==> src/rtl/twoway_signal.sv <==
module twoway_signal #(
  parameter int GREEN_LEN = 4,
  localparam int HALF = GREEN_LEN + 1,
  localparam int NPOS = 2 * HALF
) (
  input  logic            clk,
  input  logic            rst,
  input  logic            tick,
  output logic            left_green,
  output logic            left_yellow,
  output logic            left_red,
  output logic            right_green,
  output logic            right_yellow,
  output logic            right_red,
  output logic [NPOS-1:0] phase
);

  logic [NPOS-1:0] phase_q;
  logic            legal;

  assign legal = $onehot(phase_q);

  always_ff @(posedge clk) begin
    if (rst || !legal)
      phase_q <= NPOS'(1);
    else if (tick)
      phase_q <= {phase_q[NPOS-2:0], phase_q[NPOS-1]};
  end

  assign phase        = phase_q;
  assign left_green   = |phase_q[GREEN_LEN-1:0];
  assign left_yellow  = phase_q[GREEN_LEN];
  assign left_red     = |phase_q[NPOS-1:HALF];
  assign right_green  = |phase_q[HALF+GREEN_LEN-1:HALF];
  assign right_yellow = phase_q[NPOS-1];
  assign right_red    = |phase_q[HALF-1:0];

endmodule

==> config.mk <==
export PLATFORM = sky130hd
export DESIGN_NAME = twoway_signal
export DESIGN_NICKNAME = d
export VERILOG_FILES = /design/src/rtl/twoway_signal.sv
export SDC_FILE = /design/constraint.sdc
export NUM_CORES = 1
export LEC_CHECK = 0
export BUFFER_PORTS_ARGS = -buffer_cell sky130_fd_sc_hd__buf_2
export CORE_MARGIN = 5
export CORE_UTILIZATION = 35
export CTS_CLUSTER_DIAMETER = 60
export DETAILED_ROUTE_END_ITERATION = 8
export PLACE_DENSITY = 0.67
export SETUP_SLACK_MARGIN = 0.5
export SYNTH_ARGS = -nofsm -noshare
export SYNTH_HDL_FRONTEND = slang
export SYNTH_SLANG_ARGS = --single-unit
==> constraint.sdc <==
create_clock -name clk -period 5.4 [get_ports clk]
set_clock_uncertainty 0.15 [all_clocks]
set_input_delay 1.08 -clock clk [delete_from_list [all_inputs] [get_ports clk]]
set_output_delay 1.08 -clock clk [all_outputs]
set_load 0.02 [all_outputs]
==> results.md, run 1 <==
* Outcome: finished clean
* Clk slew on worst S/H paths at 60 ps
* FF-to-FF path depth at 11
* Sequential group share of total power at 35.7%
* Switching share of total power at between 30% and 40%
* Synth top cells by count: inv_1 (12), nor2_1 (11), dfxtp_1 (10)
* DR vias/cell at approximately 4.6
* Die span in y at 52.4 um
* Clock share of power at 27.0%
* Req. time, crit path at ~5400 ps
* Pins over their slew limit at 0
* Yosys top cell area share at a little under a third
* Global-route wire length before repair at 2060 um
* Ports at 19
* Ranking of synthesized cells by area: dfxtp_1 (32%), fa_1 (19%), mux2i_1 (14%)
* Synth Instances at 63
* Most used flip-flop cell after synthesis: dfxtp_1
* Seq/Total Area, Yosys at 31.8%
* Slew HR at 71.6%
* Synth Area in Adders at about a quarter
* Setup Fix Bufs, Post-CTS at 0
* Synth Area in Compound Gates at roughly 5.4%
* Reg2Reg Capture Point: phase[0]
* Ys Warns at 0
* GRT Total Usage at 10.1%
* Share of flip-flops with an asynchronous set or reset at 0%
* Largest net degree at the start of global routing at 12
* Hold_buf cts at 0
* FP Rows at 15
* GRT overflow at 0
* Post-Syn Area at roughly 630 um^2
* Synthesized-area fraction occupied by xor and xnor cells at 0%
* Most frequent cell after synthesis: inv_1
* Max reg flops at 10
* Crit path max fanout at 10
* Total power at 248 uW
* Internal power at 156 uW
* Clock sinks at 10
* Setup crit end kind: flip-flop
* Crit path kind: flip-flop to flip-flop
* Root buffer cell: clkbuf_4
* Synth Area in Simple Gates at 13.1%
* 1st-iter DRT viols at 10
* CTS max path bufs at 2
* Synth Register Bits at 10
* Mean area per synthesized cell at 9.99 um^2
* DP HPWL at 941 um
* Number of global-route vias before repair at 459
* Share of cells above drive strength 1 at 30.5%
* WL per Instance at 11.2 um
* Gp weighted congestion at around 0.68
* Detailed-route via count at ~490
* R2R Setup Slk at ~1800 ps
* Post-synth EDFFs at 0
* Power Density at 324 mW/mm^2
* Slew @ Worst Pin at 425 ps
* Diode count at 0
* Clock buffer count from CTS at 3
* Die W at 52.4 um
* CP Launch Type: flip-flop
* DRC at 0
* Routed Antenna Nets at 0
* Fmax at 0.277 GHz
* Main combinational cell family by area after synthesis: adder cells
* Post-synthesis mux area share at 14.3%
* Final wirelength at around 1200 um
* Data arrival time of the critical path at 3620 ps
* Area Overhead vs Synth at 21.9%
* Final setup TNS at 0 ps
* FF-to-FF Start: phase[3]
* Switching power total at 92.0 uW
* Hold Path Sink: phase[4]
* Hold wc startpoint: phase[4]
* H-tree depth at 1
* Synth cell types at 17
* Logic gate share of total power at 37.4%
* Tmin final at 3610 ps
* Initial antenna violation count at 0
* Final period util at 66.9%
* Hold-critical path depth at 2
* Area of the core at 0.00173 mm^2
* Max Cap Viol at 0
* Fin. Hold Viols at 0
* Iteration count of the initial detailed-routing pass at 4
* CTS tree: built
* RSZ-0062 raised after global routing: no
* PortBufs at 18
* Leak pwr at a little under 0.0004 uW
* Synthesized Nets at 75
* Setup violators final at 0
* Gates resized, CTS repair at 0
* Die ar. at 0.00275 mm^2
* Final nets at 95
* Worst Hold Class: flip-flop to flip-flop
* Worst skew pair latency at 260 ps
* Initial Util at 36.4%
* Synth area leader: dfxtp_1
* VDD IR max at ~0.16 mV
## cell families (layout without fill, tap and decap cells)
| logic type | count (synthesis) | after routing |
|---|---|---|
| and+or+nand+nor | 17 | 17 |
| AOI/OAI and AO/OA | 3 | 3 |
| buffers and inverters | 15 | 34 |
| muxes | 9 | 9 |
| adders and majority gates | 9 | 9 |
| DFF | 10 | 10 |
## power by group through the flow
stage	clock [uW]	combinational [uW]	sequential, uW
floorplan	0	62.1	96.4
global placement	0	91.7	90.3
detailed placement	0	93.1	90.4
CTS	69.3	94.6	88.7
global route	72.6	106	90.1
finish	66.9	92.7	88.5
## worst max-delay path, cell delays in order (launching register included)
cell and delay, ps:
dfxtp_1 430, fa_1 480, fa_1 510, inv_1 50, fa_1 430, inv_1 70
ha_1 170, inv_1 60, fa_1 470, and3b_1 170, o211ai_2 210, a211o_1 310
## worst max path at each step
stage          startpoint       end  slack [ps]  cells past startpoint
5_1_grt          phase[3]  phase[0]        1600                     11
4_1_cts          phase[3]  phase[0]        1790                     11
6_report         phase[3]  phase[0]        1790                     11
3_3_place_gp     phase[1]  phase[0]        1830                     11
3_5_place_dp     phase[3]  phase[0]        1800                     11
2_1_floorplan    phase[1]  phase[0]        1850                     11
## routing by layer
| metal | track usage [%] | wire (um) | share of wire (%) |
|---|---|---|---|
| met5 | 0 | 0 | 0 |
| met4 | 6.38 | 36 | 3.0 |
| met3 | 1.14 | 70 | 5.8 |
| met2 | 15.3 | 539 | 45 |
| met1 | 13.6 | 558 | 46 |
## cells in the final DEF (no fill, tap or decap)
cell / Yosys / final
a211o_1: 1 / 1
a211oi_2: 1 / 1
and3b_1: 1 / 1
buf_2: 1 / 18
clkbuf_4: 0 / 3
clkbuf_8: 0 / 1
dfxtp_1: 10 / 10
fa_1: 6 / 6
ha_1: 3 / 3
inv_1: 12 / 12
mux2i_1: 9 / 9
nand2_1: 1 / 1
nand2b_1: 1 / 1
nand3_1: 1 / 1
nor2_1: 11 / 11
o211ai_2: 1 / 1
or2_1: 1 / 1
or4_4: 1 / 1
## layout make-up
type / instances / area, um^2
Fill cell: 173 / 960
Multi-Input combinational cell: 38 / 364
Sequential cell: 10 / 200
Timing Repair Buffer: 18 / 90.1
Inverter: 12 / 45.0
Clock buffer: 4 / 36.3
Tap cell: 25 / 31.3
## through the flow
step / std cells / area [um^2] / hold slack, ps / utilization, % / worst slack, ps
after CTS: 107 / 767 / 422 / 44.4 / 1790
after global routing: 107 / 767 / 467 / 44.4 / 1600
after detailed placement: 103 / 731 / 411 / 42.3 / 1800
final: 107 / 767 / 416 / 44.4 / 1790
after floorplan: 63 / 629 / 467 / - / 1850
after global placement: 103 / 731 / 398 / 42.3 / 1830
(Power assumes the default switching activity.)
==> inputs of run 2 (changes only) <==
- clock period: 5.4 -> 3.7 ns (I/O delays scaled with it)
==> run 2 against run 1 <==
Final area increased by 6.7%. Setup slack worse by 1500 ps. Core utilization increased by 3.0 points. Global-route usage down 0.060 points. Sequential cell count unchanged. Via count shrank 1.2%. Sequential share of layout area grew 0.81 points. Final cell count increased by 3.7%. Combinational power rose by 81%. Die area unchanged. Hold slack worse by 40 ps. First-iteration DRC count down 30%. Highest routed layer is now met3.
==> results.md, run 2 (synthesized netlist as in run 1, its figures left out) <==
* FP Rows at 15
* Final setup TNS at 0 ps
* Slowest stage delay, CP at 520 ps
* Fin. Hold Viols at 0
* Hold Slack at 376 ps
* FF-to-FF Start: phase[0]
* GRT overflow at 0
* Max reg flops at 10
* CP top delay family: adder cells
* Initial antenna violation count at 0
* Die span in y at 52.4 um
* WL per Instance at 10.6 um
* Leak pwr at 0.000409 uW
* DR vias/cell at 4.34
* Iteration count of the initial detailed-routing pass at 4
* Setup violators final at 0
* Gp weighted congestion at 0.768
* Die ar. at about 0.0027 mm^2
* Worst skew pair latency at 260 ps
* Fmax at just under 0.3 GHz
* Global-route wire length before repair at 2020 um
* CTS max path bufs at 2
* CP Launch Point: phase[0]
* Crit path kind: flip-flop to flip-flop
* CTS tree: built
* Data arrival time of the critical path at 3410 ps
* Total power at ~370 uW
* Slowest CP cell: fa_1
* Power Density at between 400 and 500 mW/mm^2
* Root buffer cell: clkbuf_4
* Number of global-route vias before repair at 450
* Clk slew on worst S/H paths at 60 ps
* Crit path max fanout at 4
* Initial Util at 36.4%
* 1st-iter DRT viols at 7
* Hold_buf cts at 0
* Worst path bufs/invs at 3
* VDD IR max at ~0.26 mV
* Req. time, crit path at 3700 ps
* Place WS at between 200 and 250 ps
* Outcome: finished clean
* Final nets at 99
* CP dominant cell by count: fa_1
* Largest net degree at the start of global routing at 12
* PnR worst setup slack at 288 ps
* CP Launch Type: flip-flop
* Clock sinks at 10
* Worst Hold Class: flip-flop to flip-flop
* Setup crit end kind: flip-flop
* DRC at 0
* Share of cells above drive strength 1 at 41.9%
* Final wirelength at roughly 1200 um
* Detailed-route via count at 482
* Max Cap Viol at 0
* GRT Total Usage at 10.1%
* Filler cell count at 178
* Ports at 19
* Routed Antenna Nets at 0
* Clock buffer count from CTS at 3
* Worst-path cell chain: fa_1 > fa_1 > inv_1 > fa_1 > inv_1 > ha_2 > inv_2 > fa_1 > and3b_1 > o211ai_4 > a211o_1
* Tmin final at 3410 ps
* DP HPWL at 976 um
* Die W at 52.4 um
* RSZ-0062 raised after global routing: yes
* Most common cell after layout, fill and taps aside: buf_2
* Area of the core at 0.00173 mm^2
* Most frequent cells in the layout: buf_2 (18), inv_1 (11), nor2_1 (11)
* Pins over their slew limit at 0
* Final period util at roughly 92%
* H-tree depth at 1
* Hold wc startpoint: phase[9]
* Diode count at 0
* Slew HR at between 70 and 80%
* PortBufs at 18
* Slew @ Worst Pin at 300 ps
* Area Overhead vs Synth at 30.0%
==> run 2: what timing repair did <==
| item | 4_1_cts | 5_1_grt |
|---|---|---|
| resized for setup | 1 | 0 |
| setup endpoints to repair | 10 | 10 |
| pin swaps | 5 | 0 |
| setup buffers | 3 | 0 |
==> run 2: routing by layer <==
layer	GRT usage [%]	vias up	routed length [um]
li1	-	245	-
met3	4.27	0	85
met4	2.55	0	0
met1	13.1	222	523
met5	0	-	0
met2	15.3	15	566
==> run 2: worst paths after layout <==
path,endpoint,slack (ps),cells past startpoint
worst max-delay path,phase[0],290,11
worst min-delay path,phase[0],380,1
worst max register to register,phase[0],290,11
worst min register to register,phase[0],380,1
==> run 2: power by group <==
group	leakage (uW)	internal [uW]	switching, uW
clock network	0.0000154	38.9	35.4
logic	0.000309	74.3	93.7
registers	0.0000847	118	10.6
==> run 2: cell type report <==
type	instances	area, um^2	share of cell area (%)
Clock inverter	1	3.75	0.459
Tap cell	25	31.3	3.82
Clock buffer	3	22.5	2.75
Timing Repair Buffer	22	120	14.7
Sequential cell	10	220	26.9
Inverter	12	45.0	5.50
Multi-Input combinational cell	38	375	45.9
==> run 2: stage by stage <==
step	util [%]	instances	area [um^2]
6_report	47.4	111	818
5_1_grt	47.4	111	818
4_1_cts	47.4	111	818
3_5_place_dp	44.4	104	767
3_3_place_gp	44.4	104	767
2_1_floorplan	-	63	658
==> inputs of run 3 (changes only) <==
- ABC_AREA: default -> 1
==> run 3 against run 2 <==
Total power rose by 28%. Area after synthesis is 5.6% higher. Critical path type unchanged. Core utilization is 0.48 points higher. Setup slack gained 140 ps. Sequential share of layout area shrank 2.0 points. Maximum frequency up 4.4%. Non-clock buffer count fell by 1. Synthesized cell count is 35% higher. Via count increased by 25%. Largest power group unchanged. Hold slack gained 22 ps. Largest cell class unchanged.
==> results.md, run 3 <==
* Outcome: finished clean
* Main combinational cell family by area after synthesis: adder cells
* DRC at 0
* Most used flip-flop cell after synthesis: dfxtp_1
* Filler cell count at 192
* R2R Setup Slk at 430 ps
* Post-Place Cells at 124
* Die W at 53.6 um
* CP Depth at 12
* Slew @ Worst Pin at 281 ps
* CTS max path bufs at 2
* Place WS at between 300 and 400 ps
* Final nets at 120
* Share of cells above drive strength 1 at 37.4%
* FP Rows at 15
* Max reg flops at 10
* Power Density at 561 mW/mm^2
* Routed Antenna Nets at 0
* Data arrival time of the critical path at 3320 ps
* Worst path bufs/invs at 3
* Post-synth EDFFs at 0
* Initial antenna violation count at 0
* Leak pwr at between 0.0004 and 0.0005 uW
* WL per Instance at roughly 11 um
* Share of flip-flops with an asynchronous set or reset at 0%
* CP top delay family: adder cells
* Final wirelength at roughly 1500 um
* Post-synthesis mux area share at 0%
* 1st-iter DRT viols at 18
* Synth area leader: dfxtp_1
* Mean area per synthesized cell at 7.82 um^2
* Ys Warns at 0
* Area of the core at between 0.0015 and 0.002 mm^2
* CP Launch Point: phase[5]
* Clock buffer count from CTS at 3
* Setup violators final at 0
* GRT met2 Usage at ~20%
* Number of global-route vias before repair at 567
* VDD IR max at 0.374 mV
* Synth cell types at 17
* GRT Total Usage at 12.4%
* Area Overhead vs Synth at 27.1%
* Synth Instances at 85
* H-tree depth at 1
* Synth Area in Simple Gates at 20.9%
* Slowest stage delay, CP at 510 ps
* Seq/Total Area, Yosys at 30.1%
* Crit path kind: flip-flop to flip-flop
* Fin cells at 132
* Largest net degree at the start of global routing at 19
* Root buffer cell: clkbuf_4
* CTS tree: built
* Die span in y at 53.6 um
* Yosys top cell area share at 30.1%
* Crit path max fanout at 4
* Setup crit end kind: flip-flop
* Worst-path cell chain: fa_1 > fa_1 > inv_1 > fa_1 > inv_1 > ha_2 > inv_2 > fa_1 > nand3_2 > nor2_4 > nand2_2 > nor2_1
* GRT overflow at 0
* CP dominant cell by count: fa_1
* Detailed-route via count at 602
* Iteration count of the initial detailed-routing pass at 4
* Initial Util at 37.7%
* PnR worst setup slack at 433 ps
* Slowest CP cell: fa_1
* Fin. Hold Viols at 0
* Reg2Reg Capture Point: phase[4]
* Most frequent cells in the layout: inv_1 (18), buf_2 (18), nor2_1 (16)
* FF-to-FF path depth at 12
* Req. time, crit path at 3750 ps
* Synthesized-area fraction occupied by xor and xnor cells at 0%
* Hold_buf cts at 0
* Synth top cells by count: inv_1 (19), nor2_1 (19), dfxtp_1 (10)
* Worst Hold Class: flip-flop to flip-flop
* Grt peak-use layer: met2
* Critical path capture point: phase[4]
* Final period util at ~88%
* Synthesized Nets at 97
* Ranking of synthesized cells by area: dfxtp_1 (30%), fa_1 (18%), inv_1 (11%)
* Met1 Usage GRT at 15.9%
* Clk slew on worst S/H paths at 70 ps
* Pins over their slew limit at 0
* Gp weighted congestion at 0.722
* Worst skew pair latency at between 200 and 300 ps
* FF-to-FF Start: phase[5]
* Met3 Use GR at under 10%
* Fmax at 0.306 GHz
* DP HPWL at 1080 um
* Clock sinks at 10
* Max Cap Viol at 0
* Synth Area in Adders at 23.7%
* Slew HR at between 80% and 90%
* Synth Area in Compound Gates at 8.29%
* Diode count at 0
* Final setup TNS at 0 ps
* Global-route wire length before repair at 2570 um
* Hold Slack at around 400 ps
* Die ar. at 0.00287 mm^2
* Synth Register Bits at 10
* DR vias/cell at 4.56
* Ports at 19
* CP Launch Type: flip-flop
* RSZ-0062 raised after global routing: yes
* PortBufs at 18
* Tmin final at 3270 ps
* Post-Syn Area at about 660 um^2
## run 3: cell types whose count changed after synthesis, sizes merged, moves of 2 or more
cell and change:
mux2i -9, nand3 +3, nor2 +9, inv +7
nand4 +2, nand2 +6, a21oi +7
## run 3: cells by family (layout without fill, tap and decap cells)
| family | Yosys count | in the layout |
|---|---|---|
| DFF | 10 | 10 |
| AOI/OAI and AO/OA | 10 | 10 |
| buffers and inverters | 23 | 44 |
| adders and majority gates | 9 | 9 |
| and+or+nand+nor | 33 | 34 |
## run 3: per-layer routing
layer	vias to the layer above	routed length (um)	share of wire, %
li1	297	-	-
met4	0	12	0.81
met2	18	714	48
met3	2	74	5.0
met1	285	676	46
met5	-	0	0
## run 3: worst min-delay path by stage
| stage | from | slack (ps) | cells past startpoint | endpoint |
|---|---|---|---|---|
| floorplan | phase[0] | 430 | 2 | phase[0] |
| global placement | phase[4] | 390 | 2 | phase[5] |
| detailed placement | phase[0] | 390 | 2 | phase[0] |
| CTS | phase[0] | 400 | 2 | phase[0] |
| global route | phase[0] | 430 | 2 | phase[0] |
| finish | phase[0] | 400 | 2 | phase[0] |
## run 3: what timing repair did
action                                  CTS  global route
resized for setup                         9             1
endpoints found under the setup margin   10            10
cloned                                    1             0
buffers inserted                          2             1
pin swaps                                 8             1
## run 3: worst min-delay path, delay by kind of cell (launching register included)
family	cells	cell delay (ps)
AO/OA/AOI/OAI	1	70
flip-flops	1	380
AND/OR/NAND/NOR	1	70
## run 3: through the flow
| stage | instance area [um^2] | util, % | total power, uW |
|---|---|---|---|
| 2_1_floorplan | 672 | - | 288 |
| 3_3_place_gp | 752 | 42.6 | 332 |
| 3_5_place_dp | 752 | 42.6 | 340 |
| 4_1_cts | 835 | 47.3 | 479 |
| 5_1_grt | 845 | 47.9 | 518 |
| 6_report | 845 | 47.9 | 474 |
## run 3: area by class of cell
| cell class | instances | area (um^2) | share of cell area, % |
|---|---|---|---|
| flip-flops and latches | 10 | 210 | 24.9 |
| clock buffers | 4 | 36.3 | 4.30 |
| inverters | 19 | 71.3 | 8.44 |
| multi-input cells | 53 | 383 | 45.3 |
| repair buffers | 21 | 113 | 13.3 |
| well taps | 25 | 31.3 | 3.70 |
## run 3: report_power, final
group	switching, uW	internal (uW)	total, uW
sequential	18.1	123	141
combinational	150	84.7	235
clock	38.6	59.7	98.3
total	207	267	474
